`config.mk`:
```
export PLATFORM = sky130hd
export DESIGN_NAME = desc_seq
export DESIGN_NICKNAME = d
export VERILOG_FILES = /design/src/rtl/desc_seq_pkg.sv /design/src/rtl/desc_step_plan.sv /design/src/rtl/desc_read_regs.sv /design/src/rtl/desc_seq.sv
export SDC_FILE = /design/constraint.sdc
export NUM_CORES = 1
export LEC_CHECK = 0
export CAP_MARGIN = 20
export CORE_AREA = 4 4 107 109
export CTS_BUF_LIST = sky130_fd_sc_hd__clkbuf_4 sky130_fd_sc_hd__clkbuf_8 sky130_fd_sc_hd__clkbuf_16
export CTS_CLUSTER_SIZE = 25
export DETAILED_ROUTE_END_ITERATION = 12
export DIE_AREA = 0 0 111 113
export PLACE_DENSITY = 0.79
export SETUP_SLACK_MARGIN = 0.4
export SLEW_MARGIN = 30
export SYNTH_ARGS = -nofsm -noshare
export SYNTH_HDL_FRONTEND = slang
export SYNTH_HIERARCHICAL = 1
export SYNTH_SLANG_ARGS = --single-unit
```
`constraint.sdc`:
```
create_clock -name clk -period 2.8 [get_ports clk]
set_input_delay 0.56 -clock clk [delete_from_list [all_inputs] [get_ports clk]]
set_output_delay 0.56 -clock clk [all_outputs]
set_load 0.005 [all_outputs]
```
`src/rtl/desc_seq_pkg.sv`:
```
package desc_seq_pkg;
  localparam int WORD_W = 16;
  localparam int LANES  = 2;

  typedef enum logic [1:0] {ST_IDLE, ST_REQ, ST_XFER} seq_state_t;

  // Descriptor word touched at a given step of the sequence.
  function automatic logic [1:0] word_at_step(input logic wb, input logic [1:0] step);
    if (wb) return (step == 2'd0) ? 2'd1 : 2'd3;
    case (step)
      2'd0:    return 2'd1;
      2'd1:    return 2'd0;
      default: return 2'd2;
    endcase
  endfunction

  // Number of word accesses a command needs.
  function automatic logic [1:0] steps_needed(input logic wb, input logic chained, input logic eop);
    if (!wb) return 2'd3;
    if (chained && !eop) return 2'd1;
    return 2'd2;
  endfunction
endpackage

```
`src/rtl/desc_step_plan.sv`:
```
module desc_step_plan
  import desc_seq_pkg::*;
(
  input  logic       wb,
  input  logic       chained,
  input  logic       eop,
  input  logic [1:0] step,
  output logic [1:0] word_idx,
  output logic       last_step
);
  logic [1:0] n_steps;

  always_comb begin
    n_steps   = steps_needed(wb, chained, eop);
    word_idx  = word_at_step(wb, step);
    last_step = (step == (n_steps - 2'd1));
  end
endmodule

```
`src/rtl/desc_read_regs.sv`:
```
module desc_read_regs
  import desc_seq_pkg::*;
#(
  parameter int SLOTS = 3
) (
  input  logic              clk,
  input  logic              rst_n,
  input  logic              wr_en,
  input  logic [1:0]        wr_idx,
  input  logic [WORD_W-1:0] wr_data,
  output logic [WORD_W-1:0] w0,
  output logic [WORD_W-1:0] w1,
  output logic [WORD_W-1:0] w2
);
  logic [WORD_W-1:0] slot_q [SLOTS];

  for (genvar g = 0; g < SLOTS; g++) begin : g_slot
    always_ff @(posedge clk) begin
      if (!rst_n)                                 slot_q[g] <= '0;
      else if (wr_en && (wr_idx == 2'(g)))        slot_q[g] <= wr_data;
    end
  end

  assign w0 = slot_q[0];
  assign w1 = slot_q[1];
  assign w2 = slot_q[2];

  // A fetch never targets word 3.
  p_slot_idx_r5: assert property (@(posedge clk) disable iff (!rst_n)
    wr_en |-> (wr_idx != 2'd3));
endmodule

```
`src/rtl/desc_seq.sv`:
```
module desc_seq
  import desc_seq_pkg::*;
#(
  parameter int AW = 16
) (
  input  logic              clk,
  input  logic              rst_n,
  input  logic              cmd_valid,
  input  logic              cmd_write,
  input  logic [AW-1:0]     cmd_base,
  input  logic              cmd_chained,
  input  logic              cmd_eop,
  input  logic [15:0]       cmd_wdata1,
  input  logic [15:0]       cmd_wdata3,
  input  logic [1:0]        cmd_be1,
  input  logic [1:0]        cmd_be3,
  output logic              busy,
  output logic              done,
  output logic              bus_req,
  input  logic              bus_gnt,
  output logic [AW-1:0]     mem_addr,
  output logic [15:0]       mem_wdata,
  output logic [1:0]        mem_be,
  output logic              mem_rd,
  output logic              mem_wr,
  input  logic              mem_rdy,
  input  logic [15:0]       mem_rdata,
  output logic [15:0]       desc_w0,
  output logic [15:0]       desc_w1,
  output logic [15:0]       desc_w2
);
  localparam logic [LANES-1:0] ALL_LANES = '1;

  seq_state_t         st_q;
  logic [1:0]         step_q;
  logic               wb_q, ch_q, eop_q, done_q;
  logic [AW-1:0]      base_q;
  logic [WORD_W-1:0]  wd1_q, wd3_q;
  logic [LANES-1:0]   be1_q, be3_q;

  // Named internal events
  logic [1:0]         word_idx;
  logic               last_step;
  logic               in_xfer;
  logic [LANES-1:0]   cur_be;
  logic               strobe_on;
  logic               step_adv;
  logic               rd_capture;
  logic               accept;

  desc_step_plan u_plan (
    .wb(wb_q), .chained(ch_q), .eop(eop_q), .step(step_q),
    .word_idx(word_idx), .last_step(last_step)
  );

  assign in_xfer    = (st_q == ST_XFER);
  assign cur_be     = !wb_q ? ALL_LANES : ((word_idx == 2'd1) ? be1_q : be3_q);
  assign strobe_on  = in_xfer && (!wb_q || (cur_be != '0));
  assign step_adv   = in_xfer && (!strobe_on || mem_rdy);
  assign rd_capture = in_xfer && !wb_q && mem_rdy;
  assign accept     = (st_q == ST_IDLE) && cmd_valid;

  assign mem_rd    = strobe_on && !wb_q;
  assign mem_wr    = strobe_on && wb_q;
  assign mem_be    = strobe_on ? cur_be : '0;
  assign mem_addr  = base_q + (AW'(word_idx) << 1);
  assign mem_wdata = !wb_q ? '0 : ((word_idx == 2'd1) ? wd1_q : wd3_q);

  assign busy    = (st_q != ST_IDLE);
  assign bus_req = busy;
  assign done    = done_q;

  always_ff @(posedge clk) begin
    if (!rst_n) begin
      st_q   <= ST_IDLE;
      step_q <= '0;
      wb_q   <= 1'b0;
      ch_q   <= 1'b0;
      eop_q  <= 1'b0;
      base_q <= '0;
      wd1_q  <= '0;
      wd3_q  <= '0;
      be1_q  <= '0;
      be3_q  <= '0;
      done_q <= 1'b0;
    end else begin
      done_q <= 1'b0;
      case (st_q)
        ST_IDLE: if (accept) begin
          st_q   <= ST_REQ;
          wb_q   <= cmd_write;
          ch_q   <= cmd_chained;
          eop_q  <= cmd_eop;
          base_q <= cmd_base;
          wd1_q  <= cmd_wdata1;
          wd3_q  <= cmd_wdata3;
          be1_q  <= cmd_be1;
          be3_q  <= cmd_be3;
        end
        ST_REQ: if (bus_gnt) begin
          st_q   <= ST_XFER;
          step_q <= '0;
        end
        ST_XFER: if (step_adv) begin
          if (last_step) begin
            st_q   <= ST_IDLE;
            done_q <= 1'b1;
          end else begin
            step_q <= step_q + 2'd1;
          end
        end
        default: st_q <= ST_IDLE;
      endcase
    end
  end

  desc_read_regs u_rregs (
    .clk(clk), .rst_n(rst_n), .wr_en(rd_capture), .wr_idx(word_idx),
    .wr_data(mem_rdata), .w0(desc_w0), .w1(desc_w1), .w2(desc_w2)
  );

  p_accept_r2: assert property (@(posedge clk) disable iff (!rst_n)
    (!busy && cmd_valid) |=> busy);
  p_gnt_before_strobe_r3: assert property (@(posedge clk) disable iff (!rst_n)
    (mem_rd || mem_wr) |-> bus_gnt);
  p_wr_be_r8: assert property (@(posedge clk) disable iff (!rst_n)
    mem_wr |-> (mem_be != 2'b00));
  p_hold_wait_r9: assert property (@(posedge clk) disable iff (!rst_n)
    ((mem_rd || mem_wr) && !mem_rdy) |=>
      ((mem_rd || mem_wr) && $stable(mem_addr) && $stable(mem_be)));
  p_done_release_r10: assert property (@(posedge clk) disable iff (!rst_n)
    done |-> (!busy && $past(busy)));
  p_strobe_excl_r11: assert property (@(posedge clk) disable iff (!rst_n)
    !(mem_rd && mem_wr));
endmodule

```
==> summary.txt <==
Worst-Margin Slew -> 0.631 ns
Initial DRC Count -> 205
Critical R2R Launch -> wb_q$_SDFFE_PN0P_
CP arrival -> 2.14 ns
GPL Wtd Cong -> 0.812
Die Footprint -> 12,500 sq um
Synth cell count leaders -> nand2_1 (155), a21oi_1 (73), dfxtp_1 (60)
Clk_lat worst skew -> 0.36 ns
Relative slew slack -> 0.579
Worst Setup End Kind -> output pin
Syn Area/Cell -> 9.47 sq um
Area delta synth->final -> 49.4%
Initial antenna violation count -> 1
Reg2reg setup slack -> 0.73 ns
Achievable frequency -> 371 MHz
Post-synthesis register bit count -> 108
# DRC -> 0
Slew Viols, Final -> 0
Max rail drop VDD -> 0.238 mV
CP endpoint -> mem_addr[11]
Sequential-to-total area share from yosys stat -> 0.568
Max-cap violations -> 0
Largest area contributor in the netlist -> edfxtp_1
Top Ports -> 163
Placement Cell Area -> 6450 sq um
Share of the synthesized area in the top cell type -> 0.310
Core area -> 10,600 sq um
Fin crit period -> 2.70 ns
# port buffers -> 162
Pleak -> 2.69 nW
Die width -> 111 um
Hold Crit Class -> reg2reg
Clk pin slew, worst setup/hold paths -> 0.11 ns
Routed len/inst -> 15.3 um
Number of global-route vias before repair -> 4,026
Synth unique cells -> 43
Crit Path Max Fanout -> 5
Ranking of synthesized cells by area -> edfxtp_1 (31%), dfxtp_1 (26%), nand2_1 (13%), a21oi_1 (7.9%), and2_1 (6.7%)
Ys flop type -> dfxtp_1
Seq. cell area -> 2650 sq um
Mapped Cells -> 491
Final Non-Filler Cells -> 827
Via-to-Cell Ratio -> 4.92
Dpl hpwl -> 8730 um
Worst setup path startpoint -> wb_q$_SDFFE_PN0P_
Syn Nets -> 570
Fraction of layout instances using a drive strength above 1 -> 0.219
Largest net degree at the start of global routing -> 37
Area of the multi-input gates -> 2030 sq um
Post-route setup slack -> 0.102 ns
Total power -> 3.15 mW
Post-place setup slack -> -0.0262 ns
Clk_skew -> 0.0100 ns
Setup TNS -> 0 ns
Worst setup SP type -> flop
Hold Buf Count CTS -> 0
# fillers -> 807
CTS Sinks -> 108
Status -> finished clean
Hold violation count in the final report -> 0
Worst-case reg-to-reg path depth -> 8
Final WL -> 12,600 um
GRT Total Usage -> 0.197
Starting Density -> 0.439
Row cnt -> 38
Routed via count -> 4,070
Pwr dens -> 453 nW/um^2
Most frequent cell after synthesis -> nand2_1
Total global routing overflow -> 0
Final instance area -> 6950 sq um
Number of synthesized flops with an enable pin -> 48
R2R Path End -> u_rregs/slot_q[0][8]$_SDFFCE_PN0P_
Syn Std Cell Area -> 4650 sq um
DR pass1 iterations -> 4
Period Utilization, post-route -> 0.963
Global-route wire length before repair -> 19,900 um
Setup violators final -> 0
ANT nets after route -> 0
Placed cells -> 781
CTS tree -> built
Worst Path Required -> 2.24 ns
Syn. warnings -> 6
Crit Path Class -> reg2out
Clock buffer depth -> 2
RSZ-0062 raised after global routing -> yes
Htree depth -> 3
Post-synth ARST share -> 0
Nets -> 760
CTS root buf -> clkbuf_8
Die height -> 113 um
Num CTS Buffers -> 9
## flip-flops by register name (all words and copies together) (netlist names)
| signal | flops |
|---|---|
| ch_q | 1 |
| wd3_q | 16 |
| step_q | 2 |
| u_rregs/slot_q | 48 |
| wd1_q | 16 |
| be3_q | 2 |
| wb_q | 1 |
| be1_q | 2 |
| eop_q | 1 |
| st_q | 2 |
| done | 1 |
| base_q | 16 |
## area by class of cell
cell class	instances	area share
well taps	140	0.0252
repair buffers	208	0.272
clock inverters	7	0.00882
flip-flops and latches	108	0.381
inverters	4	0.00216
diodes	1	0.000360
multi-input cells	350	0.293
clock buffers	9	0.0178
## critical path, stage by stage (launching register included)
cell	delay (ns)
dfxtp_2	0.35
o21bai_4	0.18
ha_4	0.17
fa_2	0.33
and3_4	0.19
and3_4	0.21
nand3_2	0.10
xnor2_2	0.11
buf_2	0.13
## worst min path at each step
stage | start | end | slack (ns) | cells after the start
detailed placement | wd3_q[12]$_SDFFE_PN0P_ | wd3_q[12]$_SDFFE_PN0P_ | 0.45 | 2
CTS | wd3_q[12]$_SDFFE_PN0P_ | wd3_q[12]$_SDFFE_PN0P_ | 0.46 | 2
finish | wd1_q[3]$_SDFFE_PN0P_ | wd1_q[3]$_SDFFE_PN0P_ | 0.46 | 2
floorplan | ch_q$_SDFFE_PN0P_ | ch_q$_SDFFE_PN0P_ | 0.43 | 2
global route | wd3_q[2]$_SDFFE_PN0P_ | wd3_q[2]$_SDFFE_PN0P_ | 0.49 | 2
global placement | ch_q$_SDFFE_PN0P_ | ch_q$_SDFFE_PN0P_ | 0.44 | 2
## metal layers
layer | vias to the layer above | share of wire | track usage
li1 | 2004 | - | -
met1 | 1877 | 0.40 | 0.226
met2 | 169 | 0.49 | 0.355
met3 | 20 | 0.084 | 0.0642
met4 | 0 | 0.020 | 0.0534
met5 | - | 0 | 0
## report_power, final
part / internal [mW] / switching [mW]
Combinational: 0.267 / 0.222
Clock: 0.337 / 0.541
Sequential: 1.72 / 0.0541
## placed cells by master (no fill, tap or decap), types with 3 or more instances in the layout
master and count:
buf_6 15, nor2b_1 4, nand2_1 150, xnor2_2 3
nand2_2 5, edfxtp_1 48, a21oi_1 57, clkdlybuf4s50_1 129
nor2_1 9, o21ai_1 4, a21oi_2 16, clkinvlp_4 4
xnor2_1 6, and2_1 48, buf_4 29, dfxtp_1 57
clkbuf_2 3, nand3_2 4, buf_2 29, xor2_1 3
clkbuf_8 9, and3_4 4
## per-stage QoR
| stage | utilization | hold WS, ns |
|---|---|---|
| 2_1_floorplan | - | 0.432 |
| 3_3_place_gp | 0.609 | 0.441 |
| 3_5_place_dp | 0.609 | 0.447 |
| 4_1_cts | 0.645 | 0.462 |
| 5_1_grt | 0.655 | 0.486 |
| 6_report | 0.655 | 0.463 |
## timing repair
action / CTS / global route
pin swaps: 13 / 12
endpoints found under the setup margin: 33 / 32
endpoints found under the hold margin: 0 / 0
cloned: 3 / 0
gates resized for setup: 158 / 29
buffers inserted: 18 / 8
## cells by family (layout without fill, tap and decap cells)
logic type / count (synthesis) / in the layout / synth area share
flops: 108 / 108 / 0.568
compound gates: 86 / 86 / 0.0995
mux: 2 / 2 / 0.00430
simple gates: 245 / 245 / 0.251
buf+inv: 33 / 228 / 0.0406
other cells: 0 / 1 / 0
fa+ha+maj: 3 / 3 / 0.00968
xor+xnor: 14 / 14 / 0.0264
No activity file was read; power rests on OpenSTA's default activity.
